## config.mk

```make
export PLATFORM = sky130hd
export DESIGN_NAME = pulse_burst_gen
export DESIGN_NICKNAME = d
export VERILOG_FILES = /design/src/rtl/pbg_pkg.sv /design/src/rtl/pbg_cfg_latch.sv /design/src/rtl/pbg_phase_ctr.sv /design/src/rtl/pbg_stop_ctr.sv /design/src/rtl/pulse_burst_gen.sv
export SDC_FILE = /design/constraint.sdc
export NUM_CORES = 1
export LEC_CHECK = 0
export BUFFER_PORTS_ARGS = -buffer_cell sky130_fd_sc_hd__buf_4
export CORE_MARGIN = 2
export CORE_UTILIZATION = 40
export CTS_BUF_LIST = sky130_fd_sc_hd__clkbuf_8 sky130_fd_sc_hd__clkbuf_16
export CTS_CLUSTER_DIAMETER = 40
export DETAILED_ROUTE_END_ITERATION = 8
export PLACE_DENSITY = 0.7
export SYNTH_ARGS = -nofsm -noshare
export SYNTH_HDL_FRONTEND = slang
export SYNTH_SLANG_ARGS = --single-unit
```

## constraint.sdc

```tcl
create_clock -name clk_i -period 4.47 [get_ports clk_i]
set_input_delay 0.6705 -clock clk_i [delete_from_list [all_inputs] [get_ports clk_i]]
set_output_delay 0.6705 -clock clk_i [all_outputs]
set_load 0.02 [all_outputs]
```

## src/rtl/pbg_pkg.sv

```systemverilog
`timescale 1ns/1ps
package pbg_pkg;
    typedef enum logic [2:0] {
        ST_IDLE   = 3'd0,
        ST_FIRST  = 3'd1,
        ST_SECOND = 3'd2,
        ST_STOP   = 3'd3,
        ST_DONE   = 3'd4
    } pbg_state_e;
endpackage

```

## src/rtl/pbg_cfg_latch.sv

```systemverilog
`timescale 1ns/1ps
module pbg_cfg_latch #(
    parameter int CNT_W  = 8,
    parameter int NUM_W  = 8,
    parameter int SLEN_W = 8
) (
    input  logic              clk_i,
    input  logic              rst_ni,
    input  logic              capture_i,
    input  logic [CNT_W-1:0]  a_period_i,
    input  logic [CNT_W-1:0]  a_active_i,
    input  logic [NUM_W-1:0]  a_count_i,
    input  logic [CNT_W-1:0]  b_period_i,
    input  logic [CNT_W-1:0]  b_active_i,
    input  logic [NUM_W-1:0]  b_count_i,
    input  logic [SLEN_W-1:0] stop_len_i,
    input  logic              stop_en_i,
    output logic [CNT_W-1:0]  a_period_o,
    output logic [CNT_W-1:0]  a_active_o,
    output logic [NUM_W-1:0]  a_count_o,
    output logic [CNT_W-1:0]  b_period_o,
    output logic [CNT_W-1:0]  b_active_o,
    output logic [NUM_W-1:0]  b_count_o,
    output logic [SLEN_W-1:0] stop_len_o,
    output logic              stop_en_o
);
    always_ff @(posedge clk_i or negedge rst_ni) begin
        if (!rst_ni) begin
            a_period_o <= '0;
            a_active_o <= '0;
            a_count_o  <= '0;
            b_period_o <= '0;
            b_active_o <= '0;
            b_count_o  <= '0;
            stop_len_o <= '0;
            stop_en_o  <= 1'b0;
        end else if (capture_i) begin
            a_period_o <= a_period_i;
            a_active_o <= a_active_i;
            a_count_o  <= a_count_i;
            b_period_o <= b_period_i;
            b_active_o <= b_active_i;
            b_count_o  <= b_count_i;
            stop_len_o <= stop_len_i;
            stop_en_o  <= stop_en_i;
        end
    end

    // captured copy only moves on an accepted start
    a_r10_cfg_held: assert property (@(posedge clk_i) disable iff (!rst_ni)
        !capture_i |=> ($stable(a_period_o) && $stable(a_active_o) && $stable(a_count_o)
                        && $stable(b_period_o) && $stable(b_active_o) && $stable(b_count_o)
                        && $stable(stop_len_o) && $stable(stop_en_o)));
endmodule

```

## src/rtl/pbg_phase_ctr.sv

```systemverilog
`timescale 1ns/1ps
module pbg_phase_ctr #(
    parameter int CNT_W = 8,
    parameter int NUM_W = 8
) (
    input  logic             clk_i,
    input  logic             rst_ni,
    input  logic             clear_i,
    input  logic             run_i,
    input  logic [CNT_W-1:0] period_i,
    input  logic [CNT_W-1:0] active_i,
    input  logic [NUM_W-1:0] count_i,
    output logic             low_o,
    output logic             last_o
);
    logic [CNT_W-1:0] cyc_q;
    logic [NUM_W-1:0] num_q;
    logic [CNT_W-1:0] period_eff;
    logic             wrap;

    assign period_eff = (period_i == '0) ? CNT_W'(1) : period_i;
    assign wrap       = (cyc_q == period_eff - CNT_W'(1));
    assign low_o      = (cyc_q < active_i);
    assign last_o     = run_i && wrap && (num_q == count_i - NUM_W'(1));

    always_ff @(posedge clk_i or negedge rst_ni) begin
        if (!rst_ni) begin
            cyc_q <= '0;
            num_q <= '0;
        end else if (clear_i) begin
            cyc_q <= '0;
            num_q <= '0;
        end else if (run_i) begin
            if (wrap) begin
                cyc_q <= '0;
                num_q <= num_q + NUM_W'(1);
            end else begin
                cyc_q <= cyc_q + CNT_W'(1);
            end
        end
    end

    // the cycle index never leaves the current period
    a_r3_cyc_in_period: assert property (@(posedge clk_i) disable iff (!rst_ni)
        run_i |-> (cyc_q < period_eff));
    // no train runs past its programmed period count
    a_r4_num_in_count: assert property (@(posedge clk_i) disable iff (!rst_ni)
        run_i |-> (num_q < count_i));
endmodule

```

## src/rtl/pbg_stop_ctr.sv

```systemverilog
`timescale 1ns/1ps
module pbg_stop_ctr #(
    parameter int SLEN_W = 8
) (
    input  logic              clk_i,
    input  logic              rst_ni,
    input  logic              clear_i,
    input  logic              run_i,
    input  logic [SLEN_W-1:0] len_i,
    output logic              last_o
);
    logic [SLEN_W-1:0] cnt_q;

    assign last_o = run_i && (cnt_q == len_i - SLEN_W'(1));

    always_ff @(posedge clk_i or negedge rst_ni) begin
        if (!rst_ni)      cnt_q <= '0;
        else if (clear_i) cnt_q <= '0;
        else if (run_i)   cnt_q <= cnt_q + SLEN_W'(1);
    end

    // the stop pulse never outlasts its length
    a_r6_stop_len: assert property (@(posedge clk_i) disable iff (!rst_ni)
        run_i |-> (cnt_q < len_i));
endmodule

```

## src/rtl/pulse_burst_gen.sv

```systemverilog
`timescale 1ns/1ps
module pulse_burst_gen
    import pbg_pkg::*;
#(
    parameter int CNT_W  = 8,
    parameter int NUM_W  = 8,
    parameter int SLEN_W = 8
) (
    input  logic              clk_i,
    input  logic              rst_ni,
    input  logic              start_i,
    input  logic              stop_i,
    input  logic [CNT_W-1:0]  a_period_i,
    input  logic [CNT_W-1:0]  a_active_i,
    input  logic [NUM_W-1:0]  a_count_i,
    input  logic [CNT_W-1:0]  b_period_i,
    input  logic [CNT_W-1:0]  b_active_i,
    input  logic [NUM_W-1:0]  b_count_i,
    input  logic [SLEN_W-1:0] stop_len_i,
    input  logic              stop_en_i,
    output logic              pulse_o,
    output logic              busy_o,
    output logic [2:0]        state_o
);
    pbg_state_e state_q, state_d;

    logic [CNT_W-1:0]  a_per_q, a_act_q, b_per_q, b_act_q;
    logic [NUM_W-1:0]  a_cnt_q, b_cnt_q;
    logic [SLEN_W-1:0] slen_q;
    logic              sen_q;
    logic              accept, in_train, ph_low, ph_last, sp_last, clear;
    logic              stop_use_q, stop_use_in;

    assign accept      = (state_q == ST_IDLE) && start_i;
    assign in_train    = (state_q == ST_FIRST) || (state_q == ST_SECOND);
    assign stop_use_q  = sen_q && (slen_q != '0);
    assign stop_use_in = stop_en_i && (stop_len_i != '0);
    assign clear       = (state_d != state_q);

    pbg_cfg_latch #(.CNT_W(CNT_W), .NUM_W(NUM_W), .SLEN_W(SLEN_W)) u_cfg (
        .clk_i, .rst_ni,
        .capture_i (accept),
        .a_period_i, .a_active_i, .a_count_i,
        .b_period_i, .b_active_i, .b_count_i,
        .stop_len_i, .stop_en_i,
        .a_period_o (a_per_q), .a_active_o (a_act_q), .a_count_o (a_cnt_q),
        .b_period_o (b_per_q), .b_active_o (b_act_q), .b_count_o (b_cnt_q),
        .stop_len_o (slen_q),  .stop_en_o  (sen_q)
    );

    pbg_phase_ctr #(.CNT_W(CNT_W), .NUM_W(NUM_W)) u_phase (
        .clk_i, .rst_ni,
        .clear_i  (clear),
        .run_i    (in_train),
        .period_i ((state_q == ST_SECOND) ? b_per_q : a_per_q),
        .active_i ((state_q == ST_SECOND) ? b_act_q : a_act_q),
        .count_i  ((state_q == ST_SECOND) ? b_cnt_q : a_cnt_q),
        .low_o    (ph_low),
        .last_o   (ph_last)
    );

    pbg_stop_ctr #(.SLEN_W(SLEN_W)) u_stop (
        .clk_i, .rst_ni,
        .clear_i (clear),
        .run_i   (state_q == ST_STOP),
        .len_i   (slen_q),
        .last_o  (sp_last)
    );

    // next-state logic
    always_comb begin
        state_d = state_q;
        unique case (state_q)
            ST_IDLE: begin
                if (start_i) begin
                    if (a_count_i != '0)      state_d = ST_FIRST;
                    else if (b_count_i != '0) state_d = ST_SECOND;
                    else if (stop_use_in)     state_d = ST_STOP;
                    else                      state_d = ST_DONE;
                end
            end
            ST_FIRST: begin
                if (stop_i)                state_d = stop_use_q ? ST_STOP : ST_IDLE;
                else if (ph_last) begin
                    if (b_cnt_q != '0)     state_d = ST_SECOND;
                    else                   state_d = stop_use_q ? ST_STOP : ST_DONE;
                end
            end
            ST_SECOND: begin
                if (stop_i)                state_d = stop_use_q ? ST_STOP : ST_IDLE;
                else if (ph_last)          state_d = stop_use_q ? ST_STOP : ST_DONE;
            end
            ST_STOP: begin
                if (sp_last)               state_d = ST_DONE;
            end
            ST_DONE:                       state_d = ST_IDLE;
            default:                       state_d = ST_IDLE;
        endcase
    end

    // state register
    always_ff @(posedge clk_i or negedge rst_ni) begin
        if (!rst_ni) state_q <= ST_IDLE;
        else         state_q <= state_d;
    end

    // outputs
    always_comb begin
        pulse_o = 1'b0;
        busy_o  = 1'b1;
        unique case (state_q)
            ST_IDLE:   busy_o  = 1'b0;
            ST_FIRST,
            ST_SECOND: pulse_o = !ph_low;
            ST_STOP:   pulse_o = 1'b1;
            ST_DONE:   pulse_o = 1'b0;
            default:   busy_o  = 1'b0;
        endcase
    end
    assign state_o = state_q;

    // IDLE rests low and not busy
    a_r1_idle_quiet: assert property (@(posedge clk_i) disable iff (!rst_ni)
        (state_o == 3'd0) |-> (!pulse_o && !busy_o));
    // only the five defined codes appear
    a_r2_legal_code: assert property (@(posedge clk_i) disable iff (!rst_ni)
        state_o <= 3'd4);
    // DONE lasts one cycle
    a_r5_done_to_idle: assert property (@(posedge clk_i) disable iff (!rst_ni)
        (state_o == 3'd4) |=> (state_o == 3'd0));
    // stop strobe with stop pulse unused returns to IDLE
    a_r7_stop_to_idle: assert property (@(posedge clk_i) disable iff (!rst_ni)
        (in_train && stop_i && !stop_use_q) |=> (state_o == 3'd0));
    // stop strobe inside the stop pulse is ignored
    a_r8_stop_ignored: assert property (@(posedge clk_i) disable iff (!rst_ni)
        (state_q == ST_STOP && stop_i && !sp_last) |=> (state_o == 3'd3));
    // a start while busy in a train does not restart it
    a_r9_start_busy: assert property (@(posedge clk_i) disable iff (!rst_ni)
        (state_q == ST_SECOND && start_i && !stop_i && !ph_last) |=> (state_o == 3'd2));
    // busy tracks any state other than IDLE
    a_r11_busy_states: assert property (@(posedge clk_i) disable iff (!rst_ni)
        (state_o != 3'd0) |-> busy_o);
endmodule

```

* Yosys cells after proc, flatten, opt, wreduce, memory -nomap -nowiden
Cells that the tools add are included.
** Storage, ports and cells
- Logic and storage cells :: 75
- Output and inout port bits :: 5
- Input port bits :: 61
- Register bits :: 84
** Operators by class
- Reduce and logical (&&, ||, !) cells :: 21
- $lt $le $gt $ge :: 1
- Multiplexer cells :: 27
- Eq/ne operators :: 8
- $add $sub $neg :: 6
** Operators by type and width (count)
- 2-to-1 mux 8 bit :: 12
- nonzero test 8 bit :: 5
- 2-to-1 mux 3 bit :: 11
- adder 8 x 1 -> 8 bit (second input constant) :: 3
- == test 8 bit :: 3
- subtractor 8 x 1 -> 8 bit (second input constant) :: 3
- case mux 3 bit (4 select lines) :: 1
- zero test 8 bit :: 1
- less-than comparator 8 bit :: 1
- == test 3 x 2 -> 1 bit (second input constant) :: 2
- logical AND 1 bit :: 6
- nonzero test 2 bit :: 3
- OR reduction 4 bit :: 1
- == test 3 x 1 -> 1 bit (second input constant) :: 1
- == test 3 bit (second input constant) :: 1
- zero test 3 bit :: 1
- inequality test 3 bit :: 1
- 2-to-1 mux 2 bit :: 1
- case mux 1 bit (2 select lines) :: 1
- AND reduction 2 bit :: 1
- OR reduction 2 bit :: 1
- zero test 1 bit :: 1
- logical OR 1 bit :: 1
- 2-to-1 mux 1 bit :: 1

* Longest topological paths before layout
- Depth after elaboration :: 14
- Gate-level depth with buffers :: 15
- Depth with buffers taken out :: 12

* Hierarchy
From an unflattened synthesis, not the netlist that was laid out.
** Unflattened totals
- Cells, all modules :: 459
- Area total of the unflattened synthesis :: 5167.5 um^2
** Modules (own cells, without submodules)
- pbg_cfg_latch :: instances 1, cells an instance 120, sequential area each 1426.4 um^2, area an instance 2235.9 um^2
- pbg_phase_ctr :: instances 1, cells an instance 175, sequential area each 400.4 um^2, area an instance 1542.7 um^2
- pulse_burst_gen :: instances 1, cells an instance 94, sequential area each 75.1 um^2, area an instance 773.2 um^2
- pbg_stop_ctr :: instances 1, cells an instance 70, sequential area each 200.2 um^2, area an instance 615.6 um^2

* Worst setup path after synthesis
Ideal clock, no wire load.
- Path kind :: flip-flop to flip-flop
- From :: reg state_q[1], in the netlist state_o[1]
- To :: reg u_phase.num_q[3]
- Setup slack :: 760 ps
- Clock period less this slack :: 3710 ps
- Library setup time :: 119 ps
- Data required time :: 4351 ps
- Cell stages (with the launch flop) :: 16
- Arrival :: 3591 ps
- Path buffers :: 4
- Cells stage by stage :: dfrtp_1 buf_4 nor3b_4 buf_4 buf_2 mux2i_1 ha_1 xor2_1 xnor2_1 nor4_1 o211ai_1 or2_2 o211a_1 o211ai_2 buf_6 nor2_1
** On the way
- Word-level cells in the longest chain between the ends :: 14
- Elaborated cells between the ends (all ways) :: 28
- Those cells by class :: add/sub (2); eq/ne (6); mux (11); reduce/logical (9)
** Ends and longest elaborated chain
- from (decl) :: line pulse_burst_gen.sv:25 : pbg_state_e state_q, state_d;
- from (signal assigned) :: line pulse_burst_gen.sv:104 : else state_q <= state_d;
- == test 3 x 2 -> 1 bit
- 2-to-1 mux 8 bit :: line pulse_burst_gen.sv:55 : .period_i ((state_q == ST_SECOND) ? b_per_q : a_per_q),
- zero test 8 bit :: line pbg_phase_ctr.sv:21 : assign period_eff = (period_i == '0) ? CNT_W'(1) : period_i;
- 2-to-1 mux 8 bit :: line pbg_phase_ctr.sv:21
- subtractor 8 x 1 -> 8 bit :: line pbg_phase_ctr.sv:22 : assign wrap = (cyc_q == period_eff - CNT_W'(1));
- == test 8 bit :: line pbg_phase_ctr.sv:22
- logical AND 1 bit (2 in series) :: line pbg_phase_ctr.sv:24 : assign last_o = run_i && wrap && (num_q == count_i - NUM_W'(1));
- 2-to-1 mux 3 bit, on equally long branches :: line pulse_burst_gen.sv:91, pulse_burst_gen.sv:84
- 2-to-1 mux 3 bit, on equally long branches :: line pulse_burst_gen.sv:90, pulse_burst_gen.sv:83
- case mux 3 bit (4 select lines) :: line pulse_burst_gen.sv:73 : unique case (state_q)
- inequality test 3 bit :: line pulse_burst_gen.sv:38 : assign clear = (state_d != state_q);
- nonzero test 2 bit (no source line)
- AND reduction 2 bit (no source line)
- to (signal assigned) :: line pbg_phase_ctr.sv:36 : num_q <= num_q + NUM_W'(1);
- to (decl) :: line pbg_phase_ctr.sv:17 : logic [NUM_W-1:0] num_q;
Parallel ways exist; a longest one is shown, timed or not.
A chain may end at the register's enable or synchronous reset.

* Final worst setup path
- From :: reg state_q[0], in the netlist state_o[0]
- To :: out pulse_o
** On the way
- Word-level cells in the longest chain between the ends :: 5
- Elaborated cells between the ends (all ways) :: 8
- Those cells by class :: order compare (1); eq/ne (3); mux (2); reduce/logical (2)
** Ends and longest elaborated chain
- == test 3 x 2 -> 1 bit :: line pulse_burst_gen.sv:56, pulse_burst_gen.sv:111
- 2-to-1 mux 8 bit :: line pulse_burst_gen.sv:56 : .active_i ((state_q == ST_SECOND) ? b_act_q : a_act_q),
- less-than comparator 8 bit :: line pbg_phase_ctr.sv:23 : assign low_o = (cyc_q < active_i);
- zero test 1 bit :: line pulse_burst_gen.sv:114 : ST_SECOND: pulse_o = !ph_low;
- case mux 1 bit (2 select lines) (*) :: line pulse_burst_gen.sv:111 : unique case (state_q)
- to (decl) :: line pulse_burst_gen.sv:21 : output logic pulse_o,
Every way passes the cells marked *; elsewhere a longest branch is shown, timed or not.

==> metrics <==
status=finished clean; slowest cell on the critical path=dfrtp_1; # IOs=66; worst-margin pin slew=1.069 ns; chip height=117.1 um; clock tree sinks=84; slew margin rel.=28.75%; synth top area cells=dfrtp_1 41%, mux2_2 13%, xnor2_1 5.0%; Die Area=13700 um^2; period utilization=91.65%; metal3 WL=615 um; Yosys reg bits=84; post-synthesis cell area=5112 um^2; multi-input logic area=2880 um^2; Crit. path cell count=11; Non-Filler Instances=732; Tmin final=4.097 ns; Critical Path End=pulse_o; Mean Syn Cell Area=10.39 um^2; clock buffer depth=2; Syn Nets=566; met1 WL=5439 um; r2r endpoint=u_phase.num_q[1]; worst vdd ir=0.2910 mV; pin count of the biggest net entering global routing=85; Syn Inst Count=492; RSZ-0062 raised after global routing=false; crit-path cells=nor3b_4 > buf_4 > mux2i_1 > ha_1 > a21o_1 > a21oi_1 > o21a_1 > a31oi_1 > maj3_1 > nor2b_1 > buf_4; Pwr per Cell Area=630.4 nW/um^2; Distinct cells, synth=58; core area=12570 um^2; clock-pin slew on the worst setup and hold paths=0.06 ns; CTS tree=done; Post-Route WL=11830 um; Fmax=244.1 MHz; Num CTS Buffers=9; die span in x=117.1 um; post-place instance area=5762 um^2; Tot GR Track Use=18.62%; Critical Path RT=3.80 ns; CP Capture Type=primary output; Reg2Reg Depth=13; leakage power total=2.535 nW; HPWL Detailed=8710 um; Via density=5.512; critical path type=register to primary output; clock skew=0.004709 ns; max-cap check violation count=0; crit-path most repeated cell=buf_4; layout cells sized above 1=27.50%; Synth area leader=dfrtp_1; CP arrival=3.43 ns; R2R Path Start=state_o[0]; Hold WC Path Type=input pin to async pin; reg-to-reg setup timing slack=0.57 ns; Highest Signal Layer=met4; crit path max fanout=20; setup TNS=0 ns; Synth Warn #=0; Synth Flop Type=dfrtp_1; fill cell count=1163; vias in the first global route=4017; register area share after synthesis=41.12%; Initial Utilization=40.68%; first-pass GRT wire length=19810 um; Worst Setup SP=state_o[0]; met2 WL=5599 um; top-area cell type share of the netlist area=41.12%; drt drc=0; num rows=41; final hold vios=0; DRT Pass-1 Iters=4; fin. max-slew vios=0; FF+latch area=2102 um^2; grt ovf=0; Largest delay share family, worst path=adder cells; via count=4035; post-route cell area=6046 um^2; CTS root buf=clkbuf_16; Wirelength per Cell=16.15 um; antenna cells=0; CTS Hold Buffers Added=0; Placed Instances=715; Antenna Nets Post-Route=0; fin nets=629; Worst Path Buf+Inv=2; FFs w/ async S/R, synth=100.0%; htree depth=3; CP Launch Type=register; number of port buffers=65; Post-synth EDFFs=0; latest clock arrival within the worst-skew pair=0.34 ns; final setup violation count=0; initial antenna violation count=0; GP Congestion=0.8676; critical path's largest stage delay=0.55 ns; DR iter-0 viols=347; area growth from synthesis to layout=18.26%
-- Yosys cell counts (7+ instances only) --
| library cell | instances |
|---|---|
| o21ai_0 | 18 |
| nor2_1 | 42 |
| mux2i_1 | 25 |
| ha_1 | 13 |
| xnor2_1 | 29 |
| a21oi_1 | 13 |
| nor4_1 | 13 |
| o21a_1 | 7 |
| nand2_1 | 29 |
| xor2_1 | 16 |
| or3_1 | 10 |
| nand3_1 | 10 |
| nand2b_1 | 7 |
| clkbuf_1 | 10 |
| dfrtp_1 | 84 |
| mux2_2 | 58 |
| nor2b_1 | 11 |
| nor3_1 | 15 |
-- repair_timing --
action | CTS | global route
endpoints found under the setup margin | 0 | 1
setup buffers | 0 | 1
resized for setup | 0 | 0
-- layout by cell type, fill, tap and decap left out, types with 4 or more instances in the layout --
cell and n:
a21oi_1 13, dfrtp_1 84, mux2_2 58, ha_1 13
o21a_1 7, buf_4 71, nor4_1 13, nor2b_1 11
nand2_1 29, clkbuf_16 9, mux2i_1 25, and3_1 5
nand4_1 6, or3_1 10, inv_1 5, nand3_1 10
nor2_1 42, a211oi_1 4, o211ai_1 6, xor2_1 16
o21ai_0 18, nor3_1 14, nand2b_1 7, xnor2_1 29
-- worst min path at each step --
stage	start	endpoint	slack, ns	cells after the start
after floorplan	rst_ni	state_o[0]	0.37	0
after global placement	u_cfg.b_active_o[5]	u_cfg.b_active_o[5]	0.49	1
after detailed placement	u_cfg.a_active_o[6]	u_cfg.a_active_o[6]	0.50	1
after CTS	u_cfg.a_active_o[6]	u_cfg.a_active_o[6]	0.51	1
after global routing	u_cfg.a_active_o[2]	u_cfg.a_active_o[2]	0.53	1
final	rst_ni	u_cfg.a_period_o[3]	0.48	1
-- state kept, by name (all words and copies together), names as in the netlist --
register	count
u_cfg.a_active_o	8
state_o	3
u_cfg.stop_len_o	8
u_cfg.a_count_o	8
u_phase.num_q	8
u_cfg.a_period_o	8
u_cfg.b_active_o	8
u_cfg.b_count_o	8
u_cfg.b_period_o	8
u_stop.cnt_q	8
u_phase.cyc_q	8
u_cfg.stop_en_o	1
-- report_power, final --
| part | switching [W] | total [W] | internal (W) |
|---|---|---|---|
| sequential | 0.000331 | 0.00138 | 0.00105 |
| clock | 0.000319 | 0.000696 | 0.000378 |
| combinational | 0.000852 | 0.00174 | 0.000885 |
| total | 0.00150 | 0.00381 | 0.00231 |
-- cell type report --
class / instances / share of cell area (%)
inverters: 5 / 0.3104
multi-input cells: 383 / 47.64
flip-flops and latches: 84 / 34.77
repair buffers: 72 / 9.147
clock inverters: 7 / 0.8485
well taps: 172 / 3.560
clock buffers: 9 / 3.725
-- through the flow --
stage | hold slack, ns | utilization, % | power, W | worst slack, ns
2_1_floorplan | 0.3749 | - | 0.002668 | 0.7604
3_3_place_gp | 0.4933 | 45.84 | 0.003025 | 0.6052
3_5_place_dp | 0.4985 | 45.84 | 0.003115 | 0.5253
4_1_cts | 0.5122 | 48.04 | 0.003830 | 0.1517
5_1_grt | 0.5271 | 48.10 | 0.004109 | 0.1793
6_report | 0.4838 | 48.10 | 0.003812 | 0.3733
-- per-layer routing --
layer	global-route usage, %	vias to the layer above
met5	0	-
met4	5.333	0
met3	5.149	15
met2	29.48	116
met1	25.17	1972
li1	-	1932
-- cells by family after synthesis --
family / share of synthesized area (%)
fa+ha+maj: 3.377
simple gates: 17.01
buf+inv: 2.643
compound gates: 10.48
xor+xnor: 7.709
mux: 17.67
flops: 41.12
Note: power is estimated with default switching activity, not from simulation.
